### src/rtl/mdma_pkg.sv
package mdma_pkg;

  typedef enum logic [1:0] {
    ST_IDLE,
    ST_ACK,
    ST_STB,
    ST_NEG
  } mdma_state_e;

  function automatic int unsigned cdiv(input int unsigned n, input int unsigned d);
    return (n + d - 1) / d;
  endfunction

  // grade 3 falls back to the slowest grade
  function automatic int unsigned t_cycle_ns(input logic [1:0] m);
    case (m)
      2'd1:    return 150;
      2'd2:    return 120;
      default: return 480;
    endcase
  endfunction

  function automatic int unsigned t_assert_ns(input logic [1:0] m);
    case (m)
      2'd1:    return 80;
      2'd2:    return 70;
      default: return 215;
    endcase
  endfunction

  function automatic int unsigned t_neg_rd_ns(input logic [1:0] m);
    case (m)
      2'd1:    return 50;
      2'd2:    return 25;
      default: return 50;
    endcase
  endfunction

  function automatic int unsigned t_neg_wr_ns(input logic [1:0] m);
    case (m)
      2'd1:    return 50;
      2'd2:    return 25;
      default: return 215;
    endcase
  endfunction

  function automatic int unsigned t_ack_hold_ns(input logic [1:0] m);
    case (m)
      2'd1:    return 5;
      2'd2:    return 5;
      default: return 20;
    endcase
  endfunction

endpackage

### src/rtl/mdma_req_sync.sv
module mdma_req_sync #(
  parameter int unsigned STAGES = 2
) (
  input  logic clk_i,
  input  logic rst_ni,
  input  logic d_i,
  output logic q_o
);

  logic [STAGES-1:0] ff_q;

  for (genvar g = 0; g < STAGES; g++) begin : g_stage
    always_ff @(posedge clk_i or negedge rst_ni) begin
      if (!rst_ni) begin
        ff_q[g] <= 1'b0;
      end else if (g == 0) begin
        ff_q[g] <= d_i;
      end else begin
        ff_q[g] <= ff_q[(g > 0) ? g - 1 : 0];
      end
    end
  end

  assign q_o = ff_q[STAGES-1];

endmodule

### src/rtl/mdma_timing.sv
module mdma_timing
  import mdma_pkg::*;
#(
  parameter int unsigned CLK_NS = 10,
  parameter int unsigned CW     = 6
) (
  input  logic [1:0]    mode_i,
  input  logic          wr_i,
  output logic [CW-1:0] asrt_o,
  output logic [CW-1:0] neg_o
);

  logic [CW-1:0] asrt_tab  [4];
  logic [CW-1:0] neg_r_tab [4];
  logic [CW-1:0] neg_w_tab [4];

  for (genvar g = 0; g < 4; g++) begin : g_mode
    localparam int unsigned ACNT = cdiv(t_assert_ns(2'(g)), CLK_NS);
    localparam int unsigned CCNT = cdiv(t_cycle_ns(2'(g)), CLK_NS);
    localparam int unsigned FILL = (CCNT > ACNT) ? CCNT - ACNT : 1;
    localparam int unsigned RCNT = cdiv(t_neg_rd_ns(2'(g)), CLK_NS);
    localparam int unsigned WCNT = cdiv(t_neg_wr_ns(2'(g)), CLK_NS);
    localparam int unsigned RNEG = (RCNT > FILL) ? RCNT : FILL;
    localparam int unsigned WNEG = (WCNT > FILL) ? WCNT : FILL;
    assign asrt_tab[g]  = CW'(ACNT);
    assign neg_r_tab[g] = CW'(RNEG);
    assign neg_w_tab[g] = CW'(WNEG);
  end

  assign asrt_o = asrt_tab[mode_i];
  assign neg_o  = wr_i ? neg_w_tab[mode_i] : neg_r_tab[mode_i];

endmodule

### src/rtl/mdma_host_engine.sv
module mdma_host_engine
  import mdma_pkg::*;
#(
  parameter int unsigned CLK_NS      = 10,
  parameter int unsigned DW          = 16,
  parameter int unsigned SYNC_STAGES = 2
) (
  input  logic          clk_i,
  input  logic          rst_ni,
  input  logic          en_i,
  input  logic          wr_i,
  input  logic [1:0]    mode_i,
  input  logic          stop_i,
  input  logic          dmarq_i,
  output logic          dmack_no,
  output logic          dior_no,
  output logic          diow_no,
  input  logic [1:0]    cs_n_i,
  output logic [1:0]    cs_n_o,
  output logic          wide_o,
  input  logic [DW-1:0] dd_i,
  output logic [DW-1:0] dd_o,
  output logic          dd_oe_o,
  input  logic          src_valid_i,
  input  logic [DW-1:0] src_data_i,
  output logic          src_ready_o,
  output logic          snk_valid_o,
  output logic [DW-1:0] snk_data_o
);

  localparam int unsigned MAXC = cdiv(t_cycle_ns(2'd0), CLK_NS);
  localparam int unsigned CW   = $clog2(MAXC + 1);

  mdma_state_e   state_q, state_d;
  logic [CW-1:0] cnt_q, cnt_d;
  logic          last_q, last_d;
  logic [1:0]    mode_q;
  logic          wr_q;
  logic [DW-1:0] wdat_q;
  logic          pop;
  logic          cap;
  logic          rq_s;
  logic          start;
  logic          cont;
  logic [CW-1:0] asrt_cnt, neg_cnt;

  mdma_req_sync #(.STAGES(SYNC_STAGES)) u_sync (
    .clk_i (clk_i),
    .rst_ni(rst_ni),
    .d_i   (dmarq_i),
    .q_o   (rq_s)
  );

  mdma_timing #(.CLK_NS(CLK_NS), .CW(CW)) u_tim (
    .mode_i(mode_q),
    .wr_i  (wr_q),
    .asrt_o(asrt_cnt),
    .neg_o (neg_cnt)
  );

  assign start = en_i && rq_s && !stop_i && (!wr_i || src_valid_i);
  // word-boundary continuation test, taken at strobe release
  assign cont  = en_i && rq_s && !stop_i && (!wr_q || src_valid_i);

  always_comb begin
    state_d = state_q;
    cnt_d   = cnt_q;
    last_d  = last_q;
    pop     = 1'b0;
    cap     = 1'b0;
    unique case (state_q)
      ST_IDLE: begin
        if (start) state_d = ST_ACK;
      end
      ST_ACK: begin
        state_d = ST_STB;
        cnt_d   = asrt_cnt - 1'b1;
        pop     = wr_q;
      end
      ST_STB: begin
        if (cnt_q == '0) begin
          state_d = ST_NEG;
          cnt_d   = neg_cnt - 1'b1;
          last_d  = !cont;
          cap     = !wr_q;
        end else begin
          cnt_d = cnt_q - 1'b1;
        end
      end
      ST_NEG: begin
        if (cnt_q == '0) begin
          if (last_q) begin
            state_d = ST_IDLE;
          end else begin
            state_d = ST_STB;
            cnt_d   = asrt_cnt - 1'b1;
            pop     = wr_q;
          end
        end else begin
          cnt_d = cnt_q - 1'b1;
        end
      end
      default: state_d = ST_IDLE;
    endcase
  end

  always_ff @(posedge clk_i or negedge rst_ni) begin
    if (!rst_ni) begin
      state_q <= ST_IDLE;
      cnt_q   <= '0;
      last_q  <= 1'b0;
      mode_q  <= 2'd0;
      wr_q    <= 1'b0;
    end else begin
      state_q <= state_d;
      cnt_q   <= cnt_d;
      last_q  <= last_d;
      if (state_q == ST_IDLE && start) begin
        mode_q <= mode_i;
        wr_q   <= wr_i;
      end
    end
  end

  always_ff @(posedge clk_i or negedge rst_ni) begin
    if (!rst_ni) begin
      wdat_q      <= '0;
      snk_valid_o <= 1'b0;
      snk_data_o  <= '0;
    end else begin
      if (pop) wdat_q <= src_data_i;
      snk_valid_o <= cap;
      if (cap) snk_data_o <= dd_i;
    end
  end

  assign src_ready_o = pop;
  assign dmack_no    = (state_q == ST_IDLE);
  assign dior_no     = !(state_q == ST_STB && !wr_q);
  assign diow_no     = !(state_q == ST_STB && wr_q);
  assign cs_n_o      = dmack_no ? cs_n_i : 2'b11;
  assign wide_o      = !dmack_no;
  assign dd_o        = wdat_q;
  assign dd_oe_o     = wr_q && (state_q == ST_STB || state_q == ST_NEG);

endmodule

### config.mk
export PLATFORM = sky130hd
export DESIGN_NAME = mdma_host_engine
export DESIGN_NICKNAME = d
export VERILOG_FILES = /design/src/rtl/mdma_pkg.sv /design/src/rtl/mdma_req_sync.sv /design/src/rtl/mdma_timing.sv /design/src/rtl/mdma_host_engine.sv
export SDC_FILE = /design/constraint.sdc
export NUM_CORES = 1
export LEC_CHECK = 0
export ABC_AREA = 1
export BUFFER_PORTS_ARGS = -buffer_cell sky130_fd_sc_hd__buf_2
export CORE_ASPECT_RATIO = 1.25
export CORE_MARGIN = 4
export CORE_UTILIZATION = 40
export DETAILED_ROUTE_END_ITERATION = 6
export PLACE_DENSITY = 0.66
export SETUP_SLACK_MARGIN = 0.2
export SLEW_MARGIN = 30
export SYNTH_ARGS = -nofsm -noshare
export SYNTH_HDL_FRONTEND = slang
export SYNTH_SLANG_ARGS = --single-unit
### constraint.sdc
create_clock -name clk_i -period 4.9 [get_ports clk_i]
set_input_delay 0.98 -clock clk_i [delete_from_list [all_inputs] [get_ports clk_i]]
set_output_delay 0.98 -clock clk_i [all_outputs]
set_load 0.02 [all_outputs]
==> metrics.md <==
| Metric | Value |
|---|---|
| Commonest non-fill, non-tap cells in the layout | 116 x nand2_1, 82 x buf_2, 47 x dfrtp_1 |
| # IOs | 84 |
| CTS root buf | clkbuf_8 |
| Clock network latency to the later pin of the worst-skew pair | around 300 ps |
| CP startpoint kind | flip-flop |
| Peak supply drop | around 0.18 mV |
| Post-Syn Area | roughly 2400 um2 |
| Final Setup Violations | 0 |
| Final Skew | around 3.3 ps |
| Full die area | about 7300 um2 |
| Max-cap violation count | 0 |
| P&R area growth vs syn | 22.2% |
| Clock sink total | 47 |
| Critical Path RT | 3920 ps |
| Final Hold Fails | 0 |
| Clock transition at path regs | approximately 90 ps |
| Critical Path, Cell by Cell | inv_1 > ha_1 > nand3_4 > nor3_4 > nand2_4 > nand2_8 > buf_2 |
| CP Class | flip-flop to output pin |
| Fmax | 0.337 GHz |
| CTS max path bufs | 2 |
| Total grt overflow | 0 |
| Syn_nets | about 340 |
| Vias in the first global route | 2194 |
| CTS Hold Bufs | 0 |
| Min Tclk post-route | between 2000 and 3000 ps |
| Drt pass-1 iters | 4 |
| DR WL/cell | 12.5 um |
| Outcome | finished clean |
| Crit path launch | cnt_q[0] |
| GPL Wtd Cong | 0.899 |
| Min-delay src | u_sync.ff_q[0] |
| Core box area | 5820 um2 |
| Largest stage delay, worst path | around 410 ps |
| Synth top area cells | dfrtp_1 49%, nand2_1 18%, nand3_1 7.9% |
| Crit-path slowest cell | dfrtp_1 |
| PD cells | 248 nW/um2 |
| Largest net degree at the start of global routing | 48 |
| CTS Buf Count | 5 |
| Die width | 77.3 um |
| Rel. slew slack | 0.606 |
| Crit path capture type | output pin |
| DR vias/cell | approximately 4.9 |
| RSZ-0062 raised after global routing | no |
| Global-route usage over all layers | 0.162 |
| Via Count | about 2200 |
| Final TNS setup | 0 ps |
| Final hold slack | about 350 ps |
| Synth Register Bits | 47 |
| Cell taking the most area after synthesis | dfrtp_1 |
| Post-CTS sizing | 0 |
| Reg2reg start | state_q[0] |
| Critical path peak fanout | 17 |
| Util after Layout | 0.504 |
| Gate Count Post-Synth | around 290 |
| Final Cycle Share | 0.606 |
| Max Slew Vio Count | 0 |
| First-pass GRT wire length | about 9500 um |
| Post-route ant nets | 0 |
| Data arrival time of the worst path | around 2000 ps |
| Sequential area share after synthesis | 0.490 |
| Avg Cell Area, Syn | just over 8 um2 |
| H-tree depth | 2 |
| Share of the synthesized area in the top cell type | 0.490 |
| Netlist cell types | 24 |
| Worst slew pin tran | roughly 590 ps |
| TritonCTS clock tree | yes |
| Number of fill cells in the layout | 571 |
| Commonest non-fill, non-tap cell in the layout | nand2_1 |
| Min-delay worst type | flip-flop to flip-flop |
| Row Count | 31 |
| Initial Util | 0.413 |
| DRT iter0 DRCs | 120 |
| Area of the multi-input gates | around 1100 um2 |
| Die Ht | between 90 and 100 um |
| Postcts setup bufs | 0 |
| Diode count | 0 |
| Post-DP HPWL | 4260 um |
| NumNets Final | 427 |
| Pleak | roughly 0.0016 uW |
| Buffers on Ports | 83 |
| DRC errors left | 0 |
| Sequential Area | 1180 um2 |
| Layout cells sized above 1 | 0.303 |
| Initial antenna violation count | 0 |
| Ys Warns | 0 |
| Total Routed Length | between 5000 and 6000 um |
[report_power, final]
| group | total [uW] | internal, uW | switching [uW] |
|---|---|---|---|
| sequential | 406 | 399 | 7.17 |
| clock | 240 | 103 | 136 |
| combinational | 82.7 | 32.4 | 50.2 |
| total | 728 | 535 | 194 |
[through the flow]
step,worst slack [ps],instance area (um2),power (uW),instances
CTS,1910,2930,740,442
global route,1800,2930,766,442
global placement,2290,2840,497,434
detailed placement,2250,2840,498,434
floorplan,2550,2400,455,292
finish,1930,2930,728,442
[flip-flops by register name (all words and copies together) (netlist names)]
signal,flops
dd_o,16
snk_data_o,16
cnt_q,6
mode_q,2
state_q,2
last_q,1
snk_valid_o,1
u_sync.ff_q,1
u_sync.q_o,1
wr_q,1
[synthesized netlist by cell type, drive strengths merged]
cell type  count
nor3           2
ha             9
inv           24
nand2        129
nor2          15
a21oi          4
nand4          2
buf            7
xor2           2
o21ai          8
nand3         39
or2            4
dfrtp         47
[routing by layer]
layer | share of wire | GRT usage
met5 | 0 | 0
met4 | 0.023 | 0.0608
met3 | 0.068 | 0.0401
met2 | 0.50 | 0.286
met1 | 0.41 | 0.191
[cells by family after synthesis]
kind of cell | Yosys count | share of synthesized area
AO/OA/AOI/OAI | 12 | 0.0250
XOR/XNOR | 2 | 0.00730
adder cells (fa/ha/maj) | 9 | 0.0469
buffers and inverters | 31 | 0.0641
flip-flops | 47 | 0.490
AND/OR/NAND/NOR | 191 | 0.367
[worst max-delay path, delay by kind of cell, from the launching register on]
kind          cells  cell delay, ps
fa+ha+maj         1             310
buf+inv           2             290
flops             1             410
simple gates      4             670
[path summary, 6_finish.rpt]
check                               to  slack [ps]  cells past startpoint
max                        src_ready_o        1930                      7
max reg2reg                   cnt_q[4]        3060                      6
min reg2reg                 u_sync.q_o         350                      0
max in group asynchronous     dd_o[11]        3820                      1
min in group asynchronous    mode_q[1]         670                      1
min                         u_sync.q_o         350                      0
[final cells by class]
type	instances	area share
Clock buffer	5	0.0235
Clock inverter	3	0.00768
Sequential cell	47	0.401
Timing Repair Buffer	83	0.142
Inverter	24	0.0324
Multi-Input combinational cell	214	0.365
Tap cell	66	0.0281
Note: power is estimated with default switching activity, not from simulation.
